`config.mk`:
```
export PLATFORM = sky130hd
export DESIGN_NAME = dma_mod_addr_gen
export DESIGN_NICKNAME = d
export VERILOG_FILES = /design/src/rtl/dma_ag_pkg.sv /design/src/rtl/dma_align_chk.sv /design/src/rtl/dma_addr_side.sv /design/src/rtl/dma_mod_addr_gen.sv
export SDC_FILE = /design/constraint.sdc
export NUM_CORES = 1
export LEC_CHECK = 0
export ABC_CLOCK_PERIOD_IN_PS = 8200
export CORE_MARGIN = 1.5
export CORE_UTILIZATION = 50
export DETAILED_ROUTE_END_ITERATION = 16
export PLACE_DENSITY = 0.74
export SKIP_CTS_REPAIR_TIMING = 1
export SLEW_MARGIN = 15
export SYNTH_ARGS = -nofsm -noshare
export SYNTH_HDL_FRONTEND = slang
export SYNTH_HIERARCHICAL = 1
export SYNTH_SLANG_ARGS = --single-unit
```
`constraint.sdc`:
```
create_clock -name clk -period 8.2 [get_ports clk]
set_input_delay 1.64 -clock clk [delete_from_list [all_inputs] [get_ports clk]]
set_output_delay 1.64 -clock clk [all_outputs]
set_load 0.02 [all_outputs]
```
`src/rtl/dma_ag_pkg.sv`:
```
package dma_ag_pkg;

    localparam int STEP_W = 16;
    localparam int WRAP_W = 5;
    localparam int SIZE_W = 3;
    localparam int LSB_W  = 5;

    typedef struct packed {
        logic [SIZE_W-1:0] size;
        logic [STEP_W-1:0] step;
        logic [WRAP_W-1:0] wrap;
        logic              minor_en;
    } side_cfg_t;

    // Low-order bit mask of an access size code.
    function automatic logic [LSB_W-1:0] size_lsb_mask(input logic [SIZE_W-1:0] code);
        case (code)
            3'd0:    return 5'b00000;
            3'd1:    return 5'b00001;
            3'd2:    return 5'b00011;
            3'd3:    return 5'b00111;
            3'd4:    return 5'b01111;
            default: return 5'b11111;
        endcase
    endfunction

    // Bits of the address that follow the sum; code 0 selects all bits.
    function automatic logic [63:0] window_mask(input logic [WRAP_W-1:0] code);
        if (code == '0)
            return '1;
        return (64'd1 << code) - 64'd1;
    endfunction

endpackage

```
`src/rtl/dma_align_chk.sv`:
```
module dma_align_chk
    import dma_ag_pkg::*;
#(
    parameter int AW = 32
) (
    input  logic [SIZE_W-1:0] size_i,
    input  logic [AW-1:0]     addr_i,
    input  logic [STEP_W-1:0] step_i,
    output logic              addr_err_o,
    output logic              step_err_o
);
    logic [LSB_W-1:0] lsb;

    always_comb begin
        lsb        = size_lsb_mask(size_i);
        addr_err_o = |(addr_i[LSB_W-1:0] & lsb);
        step_err_o = |(step_i[LSB_W-1:0] & lsb);
    end
endmodule

```
`src/rtl/dma_addr_side.sv`:
```
module dma_addr_side
    import dma_ag_pkg::*;
#(
    parameter int AW = 32,
    parameter int MW = 20
) (
    input  logic          clk,
    input  logic          rst,
    input  logic          load_i,
    input  logic [AW-1:0] start_i,
    input  side_cfg_t     cfg_i,
    input  logic [AW-1:0] adj_i,
    input  logic [MW-1:0] minor_ofs_i,
    input  logic          step_i,
    input  logic          minor_i,
    input  logic          major_i,
    output logic [AW-1:0] addr_o,
    output logic          addr_err_o,
    output logic          step_err_o
);
    logic [AW-1:0] addr_q;
    side_cfg_t     cfg_q;
    logic [AW-1:0] adj_q;
    logic [MW-1:0] mofs_q;

    logic [AW-1:0] acc_inc;
    logic [AW-1:0] minor_inc;
    logic [AW-1:0] raw_sum;
    logic [63:0]   mask_full;
    logic [AW-1:0] mask;
    logic [AW-1:0] windowed;
    logic [AW-1:0] addr_d;

    always_comb begin
        acc_inc   = step_i ? {{(AW-STEP_W){cfg_q.step[STEP_W-1]}}, cfg_q.step} : '0;
        minor_inc = (minor_i && cfg_q.minor_en) ? {{(AW-MW){mofs_q[MW-1]}}, mofs_q} : '0;
        raw_sum   = addr_q + acc_inc + minor_inc;
        mask_full = window_mask(cfg_q.wrap);
        mask      = mask_full[AW-1:0];
        windowed  = (addr_q & ~mask) | (raw_sum & mask);
        addr_d    = major_i ? windowed + adj_q : windowed;
    end

    always_ff @(posedge clk) begin
        if (rst) begin
            addr_q <= '0;
            cfg_q  <= '0;
            adj_q  <= '0;
            mofs_q <= '0;
        end else if (load_i) begin
            addr_q <= start_i;
            cfg_q  <= cfg_i;
            adj_q  <= adj_i;
            mofs_q <= minor_ofs_i;
        end else begin
            addr_q <= addr_d;
        end
    end

    dma_align_chk #(.AW(AW)) align_i (
        .size_i     (cfg_q.size),
        .addr_i     (addr_q),
        .step_i     (cfg_q.step),
        .addr_err_o (addr_err_o),
        .step_err_o (step_err_o)
    );

    assign addr_o = addr_q;


    reset_clear_chk: assert property (@(posedge clk) rst |=> (addr_q == '0 && !addr_err_o && !step_err_o));


    load_capture_chk: assert property (@(posedge clk) disable iff (rst)
        load_i |=> addr_q == $past(start_i));


    idle_hold_chk: assert property (@(posedge clk) disable iff (rst)
        (!load_i && !step_i && !(minor_i && cfg_q.minor_en) && !major_i) |=> $stable(addr_q));


    window_upper_chk: assert property (@(posedge clk) disable iff (rst)
        (!load_i && !major_i) |=> ((addr_q ^ $past(addr_q)) & ~mask) == '0);


    aligned_no_err_chk: assert property (@(posedge clk) disable iff (rst)
        (addr_q[LSB_W-1:0] == '0) |-> !addr_err_o);
endmodule

```
`src/rtl/dma_mod_addr_gen.sv`:
```
module dma_mod_addr_gen
    import dma_ag_pkg::*;
#(
    parameter int AW = 32,
    parameter int MW = 20
) (
    input  logic              clk,
    input  logic              rst,
    input  logic              load,
    input  logic [AW-1:0]     src_start,
    input  logic [SIZE_W-1:0] src_size,
    input  logic [STEP_W-1:0] src_step,
    input  logic [WRAP_W-1:0] src_wrap,
    input  logic              src_minor_en,
    input  logic [AW-1:0]     src_final_adj,
    input  logic [AW-1:0]     dst_start,
    input  logic [SIZE_W-1:0] dst_size,
    input  logic [STEP_W-1:0] dst_step,
    input  logic [WRAP_W-1:0] dst_wrap,
    input  logic              dst_minor_en,
    input  logic [AW-1:0]     dst_final_adj,
    input  logic [MW-1:0]     minor_ofs,
    input  logic              rd_done,
    input  logic              wr_done,
    input  logic              minor_done,
    input  logic              major_done,
    output logic [AW-1:0]     src_addr,
    output logic [AW-1:0]     dst_addr,
    output logic              src_addr_err,
    output logic              src_step_err,
    output logic              dst_addr_err,
    output logic              dst_step_err
);
    side_cfg_t src_cfg;
    side_cfg_t dst_cfg;

    always_comb begin
        src_cfg = '{size: src_size, step: src_step, wrap: src_wrap, minor_en: src_minor_en};
        dst_cfg = '{size: dst_size, step: dst_step, wrap: dst_wrap, minor_en: dst_minor_en};
    end

    dma_addr_side #(.AW(AW), .MW(MW)) src_side_i (
        .clk         (clk),
        .rst         (rst),
        .load_i      (load),
        .start_i     (src_start),
        .cfg_i       (src_cfg),
        .adj_i       (src_final_adj),
        .minor_ofs_i (minor_ofs),
        .step_i      (rd_done),
        .minor_i     (minor_done),
        .major_i     (major_done),
        .addr_o      (src_addr),
        .addr_err_o  (src_addr_err),
        .step_err_o  (src_step_err)
    );

    dma_addr_side #(.AW(AW), .MW(MW)) dst_side_i (
        .clk         (clk),
        .rst         (rst),
        .load_i      (load),
        .start_i     (dst_start),
        .cfg_i       (dst_cfg),
        .adj_i       (dst_final_adj),
        .minor_ofs_i (minor_ofs),
        .step_i      (wr_done),
        .minor_i     (minor_done),
        .major_i     (major_done),
        .addr_o      (dst_addr),
        .addr_err_o  (dst_addr_err),
        .step_err_o  (dst_step_err)
    );
endmodule

```
==> out/metrics.yaml, run 1 <==
critPathKind: "in -> reg"
async_flop_share: 0
synth-main-ff-cell: "dfxtp_1"
drive_gt1_frac: 0.0598
gr-total-overflow: 0
endpoint_kind: "register"
rr_startpoint: "src_side_i/cfg_q[0]$_SDFFE_PP0P_"
die_h_um: 196
clkLatencyLatePin_ns: 0.56
synth_edf_count: 0
switching_share: 0.360
period_share: 0.927
net-switching-power_mw: 1.41
ys_ff_latch: 218
final_cells: 2961
avgRoutedWirePerCell_um: 20.1
cts_tree: "done"
drc: 0
post-dp-hpwl_um: 46400
r2r_setup_slack_ns: 1.73
yosysUniqueCellTypes: 96
core_um2: 36700
root_buffer: "clkbuf_16"
ioPinCount: 273
grt_usage: 0.302
num-fill-cells: 3239
synth_top_area_cell: "dfxtp_1"
cts_max_path_buffers: 3
path_clk_slew_ns: 0.06
first_pass_iters: 5
placedCellCount: 2911
cts_made_buffers: 26
wirelength_um: 59500
hold_viol_final: 0
ys_seq_area_frac: 0.234
seq_power_share: 0.318
slew_headroom: 0.327
grt_pass1_vias: 16900
placementRows: 70
power.internal_mw: 2.51
share_comb_of_total_power: 0.369
grt_start_max_net_pins: 106
nets: 2876
hp-class: "reg -> reg"
ys_top_cells_by_area: "dfxtp_1 23%, mux2i_1 9.1%, ha_1 9.0%"
hold_path_depth: 2
yosys.area.top_type_share: 0.234
yosys_warnings: 6
fin_tns_setup_ns: 0
required_ns: 8.70
htree_num_levels: 1
pwr-share-clk: 0.313
ff2ff_path_depth: 23
startpoint_type: "input port"
grt_pass1_wl_um: 92000
tightest_slew_ns: 1.01
finClkSkew_ns: 0.00871
setup.worst_path.start: "minor_done"
rsz0062_at_grt: "false"
syn_to_final_growth_pct: 20.9
finalSetupViolations: 0
p_leak_nw: 10.3
first_iter_violations: 1036
min_from: "dst_side_i/cfg_q[11]$_SDFFE_PP0P_"
vias: 17700
avgSynthCellArea_um2: 8.19
power_density_nw_per_um2: 174
cts_sinks: 218
antenna_found_initial: 2
finalCriticalPeriod_ns: 7.60
synth.cell_area_um2: 18700
whs_endpoint: "dst_side_i/cfg_q[11]$_SDFFE_PP0P_"
cap_violations: 0
die_area_um2: 38500
syn-num-nets: 2682
synthCells: 2277
io_buffers: 272
cp_max_fo: 18
max-vdd-ir-drop_mv: 0.185
slew_viol_final: 0
postRouteAntennaNets: 0
r2r_end: "src_side_i/addr_o[31]$_SDFF_PP0_"
gp_congestion: 0.998
worstPathArrival_ns: 8.11
viasPerCell: 5.97
die_width_um: 196
status: "completed"
initial_utilization: 0.508
max_freq_mhz: 132
registers in the layout, summed over array words and instances, names as in the netlist:
register / cells
dst_side_i/addr_o: 32
dst_side_i/adj_q: 32
src_side_i/addr_o: 32
src_side_i/adj_q: 32
dst_side_i/cfg_q: 25
src_side_i/cfg_q: 25
dst_side_i/mofs_q: 20
src_side_i/mofs_q: 20
power groups by stage:
stage | combinational, mW | clock [mW] | sequential (mW)
2_1_floorplan | 0.954 | 0 | 1.26
3_3_place_gp | 1.40 | 0 | 1.27
3_5_place_dp | 1.42 | 0 | 1.27
4_1_cts | 1.43 | 1.25 | 1.24
5_1_grt | 1.58 | 1.28 | 1.25
6_report | 1.45 | 1.23 | 1.25
kinds of logic (layout without fill, tap and decap cells):
logic type,after synthesis,count (layout),share of synthesized area
AND/OR/NAND/NOR,754,754,0.188
AO/OA/AOI/OAI,607,607,0.218
flip-flops,218,218,0.234
adder cells (fa/ha/maj),200,200,0.161
multiplexers,200,200,0.109
buffers and inverters,192,406,0.0401
XOR/XNOR,106,106,0.0498
other,0,2,0
cell type report:
cell class                      instances  area [µm²]  share of cell area
Multi-Input combinational cell       1867       13500               0.601
Sequential cell                       218        4360               0.194
Timing Repair Buffer                  295        2910               0.129
Clock buffer                           40         805              0.0357
Tap cell                              468         586              0.0260
Inverter                               63         236              0.0105
Clock inverter                          8         103             0.00455
Antenna cell                            2        5.00            0.000222
cells in the mapped netlist, drive strengths merged, types with 53 or more instances:
master and count:
ha 134, nand2 165, a21o 64, fa 66
xnor2 68, clkbuf 90, mux2i 169, dfxtp 218
a21oi 182, inv 62, and3 53, o21ai 110
nor2 314
routing by layer:
layer  GRT usage  part of all wire  vias to the layer above
li1            -                 -                     8611
met5           0                 0                        -
met3      0.0425             0.059                      129
met4       0.130             0.047                        0
met2       0.497              0.46                      588
met1       0.396              0.44                     8341
how the worst max path moves through the flow:
stage / to / slack, ns
detailed placement: src_side_i/addr_o[31]$_SDFF_PP0_ / 0.15
CTS: src_side_i/addr_o[31]$_SDFF_PP0_ / 0.73
global route: src_side_i/addr_o[31]$_SDFF_PP0_ / 0.21
finish: src_side_i/addr_o[31]$_SDFF_PP0_ / 0.60
floorplan: dst_side_i/addr_o[31]$_SDFF_PP0_ / 1.35
global placement: dst_side_i/addr_o[31]$_SDFF_PP0_ / 0.36
critical path: stages:
cell and delay, ns:
clkdlybuf4s50_1 0.70, buf_4 0.28, and3_1 0.22, fa_1 0.44, ha_1 0.36, a21o_1 0.19
a21oi_2 0.18, a21oi_2 0.09, o211ai_2 0.21, a31oi_2 0.17, o21ai_2 0.37, o21bai_1 0.17
or4b_1 0.50, nand3_1 0.16, ha_1 0.32, a21o_1 0.21, a21o_1 0.18, a211o_1 0.31
a221oi_1 0.33, o2bb2ai_1 0.18, mux2i_1 0.24, xnor2_1 0.10, a2111oi_0 0.40, nand3b_1 0.17
placed cells by master (no fill, tap or decap), drive strengths merged, types with 10 or more instances in the layout:
cell	netlist	final
nand2b	20	20
nand2	165	165
mux2	31	31
and2	38	38
a211oi	32	32
a31oi	29	29
and3	53	53
clkdlybuf4s50	0	269
nor3	46	46
mux2i	169	169
clkbuf	90	40
nor2	314	314
ha	134	134
xor2	38	38
o21bai	21	21
a221oi	17	17
inv	62	63
a21o	64	64
nand3	35	35
o21a	18	18
o211ai	23	23
buf	39	26
xnor2	68	68
o22ai	17	17
a21oi	182	182
o21ai	110	110
dfxtp	218	218
fa	66	66
nand4	27	27
nor2b	10	10
o31ai	14	14
nor4	12	12
per-stage QoR:
stage / worst slack [ns] / hold slack, ns / power [mW] / instance area (µm²) / utilization
after floorplan: 1.35 / 0.452 / 2.21 / 18700 / -
after global placement: 0.355 / 0.465 / 2.67 / 21600 / 0.590
after detailed placement: 0.154 / 0.477 / 2.68 / 21600 / 0.590
after CTS: 0.727 / 0.491 / 3.92 / 22500 / 0.614
after global routing: 0.212 / 0.512 / 4.12 / 22600 / 0.614
final: 0.597 / 0.489 / 3.92 / 22600 / 0.615
(Power assumes the default switching activity.)
==> run 2: changes to the inputs <==
- CORE_ASPECT_RATIO: default -> 1.5
- SLEW_MARGIN: 15 -> 25
==> out/metrics.yaml, run 2 (same netlist as run 1, synthesis figures left out) <==
die_h_um: 240
die_area_um2: 38500
htree_num_levels: 1
min_from: "src_side_i/cfg_q[19]$_SDFFE_PP0P_"
tightest_slew_ns: 0.999
syn_to_final_growth_pct: 22.1
initial_utilization: 0.507
cap_violations: 0
p_leak_nw: 10.4
vias: 18200
nets: 2905
gr-total-overflow: 0
rr_startpoint: "src_side_i/cfg_q[0]$_SDFFE_PP0P_"
antenna_found_initial: 2
endpoint_kind: "register"
slew_headroom: 0.334
antenna_cells: 0
placedCellCount: 2956
finClkSkew_ns: 0.0155
root_buffer: "clkbuf_16"
worstPathArrival_ns: 8.32
required_ns: 8.70
net-switching-power_mw: 1.48
viasPerCell: 6.06
final_cell_mix: "313 x nor2_1, 269 x clkdlybuf4s50_1, 218 x dfxtp_1, 178 x a21oi_1, 169 x mux2i_1"
hp-class: "reg -> reg"
postRouteAntennaNets: 0
wirelength_um: 69200
hold_viol_final: 0
startpoint_type: "input port"
layout_commonest_cell: "nor2_1"
r2r_end: "src_side_i/addr_o[31]$_SDFF_PP0_"
period_share: 0.954
io_buffers: 272
ioPinCount: 273
cts_made_buffers: 26
grt_usage: 0.355
cts_tree: "done"
cts_sinks: 218
placementRows: 86
power_density_nw_per_um2: 175
finalSetupViolations: 0
final_cells: 3002
max-vdd-ir-drop_mv: 0.139
cp_max_fo: 7
r2r_setup_slack_ns: 1.29
pwr-share-clk: 0.308
critPathKind: "in -> reg"
cts_max_path_buffers: 3
core_um2: 36800
grt_start_max_net_pins: 109
clkLatencyLatePin_ns: 0.57
grt_pass1_vias: 18600
gp_congestion: 1.02
rsz0062_at_grt: "false"
switching_share: 0.369
ff2ff_path_depth: 24
whs_endpoint: "src_side_i/cfg_q[19]$_SDFFE_PP0P_"
path_clk_slew_ns: 0.06
grt_pass1_wl_um: 104000
first_pass_iters: 7
post-place-ws_ns: -0.0136
power.internal_mw: 2.52
seq_power_share: 0.313
drive_gt1_frac: 0.0711
finalCriticalPeriod_ns: 7.82
share_comb_of_total_power: 0.379
max_freq_mhz: 128
dpl-instance-area_um2: 21900
final_cell_area_um2: 22800
post-dp-hpwl_um: 55100
drc: 0
avgRoutedWirePerCell_um: 23.1
worst_slack_ns: 0.376
first_iter_violations: 1067
slew_viol_final: 0
hold_path_depth: 2
die_width_um: 161
status: "completed"
run 2: changes by cell type in the layout (fill, tap and decap cells not counted):
cell	before	now
buf_4	22	51
clkbuf_8	8	4
clkbuf_1	5	2
clkinv_2	2	4
diode_2	2	0
bufinv_16	2	3
clkinv_4	1	2
clkinvlp_4	2	3
inv_6	1	0
inv_8	0	1
run 2: through the flow:
step	hold slack, ns	utilization	TNS [ns]	total power, mW
after CTS	0.494	0.619	0	4.00
after floorplan	0.452	-	0	2.21
after global placement	0.465	0.595	0	2.74
after detailed placement	0.478	0.595	-0.0136	2.76
final	0.488	0.619	0	4.00
after global routing	0.516	0.619	0	4.19
run 2: power by group through the flow:
stage / logic, mW / registers (mW) / clock network (mW)
2_1_floorplan: 0.954 / 1.26 / 0
3_3_place_gp: 1.47 / 1.27 / 0
3_5_place_dp: 1.49 / 1.27 / 0
4_1_cts: 1.50 / 1.25 / 1.25
5_1_grt: 1.64 / 1.26 / 1.29
6_report: 1.52 / 1.25 / 1.23
run 2: worst max-delay path by stage:
| stage | start | to | slack, ns |
|---|---|---|---|
| after CTS | rd_done | src_side_i/addr_o[31]$_SDFF_PP0_ | 0.54 |
| final | minor_done | src_side_i/addr_o[31]$_SDFF_PP0_ | 0.38 |
| after floorplan | minor_done | dst_side_i/addr_o[31]$_SDFF_PP0_ | 1.35 |
| after global placement | rd_done | src_side_i/addr_o[31]$_SDFF_PP0_ | 0.13 |
| after detailed placement | rd_done | src_side_i/addr_o[31]$_SDFF_PP0_ | -0.01 |
| after global routing | minor_done | src_side_i/addr_o[31]$_SDFF_PP0_ | 0.02 |
run 2: cell type report:
cell class,count,area [µm²]
clock buffers,33,738
multi-input cells,1867,13500
clock inverters,13,161
repair buffers,324,3130
fillers,3366,14000
inverters,63,236
flip-flops and latches,218,4360
well taps,484,606
run 2: metal layers:
metal / up-vias / wire length, µm / GRT usage
li1: 8644 / - / -
met1: 8565 / 22700 / 0.334
met2: 737 / 36600 / 0.683
met3: 246 / 3530 / 0.0419
met4: 4 / 6340 / 0.290
met5: - / 27 / 0
run 2: critical path: stages:
cell and delay (ns):
clkdlybuf4s50_1 0.57, and3_1 0.22, fa_1 0.44, ha_1 0.24, fa_1 0.48, a211oi_1 0.38
o211ai_1 0.26, a21oi_1 0.28, buf_4 0.16, o21bai_1 0.06, a21oi_1 0.17, xor2_1 0.08
o21ai_0 0.33, ha_1 0.35, nand4_1 0.21, nor2_1 0.07, a22oi_1 0.60, a21boi_1 0.16
a221oi_1 0.42, buf_4 0.19, o2bb2ai_1 0.13, mux2i_1 0.28, xnor2_1 0.12, a2111oi_0 0.33
nand3b_1 0.15
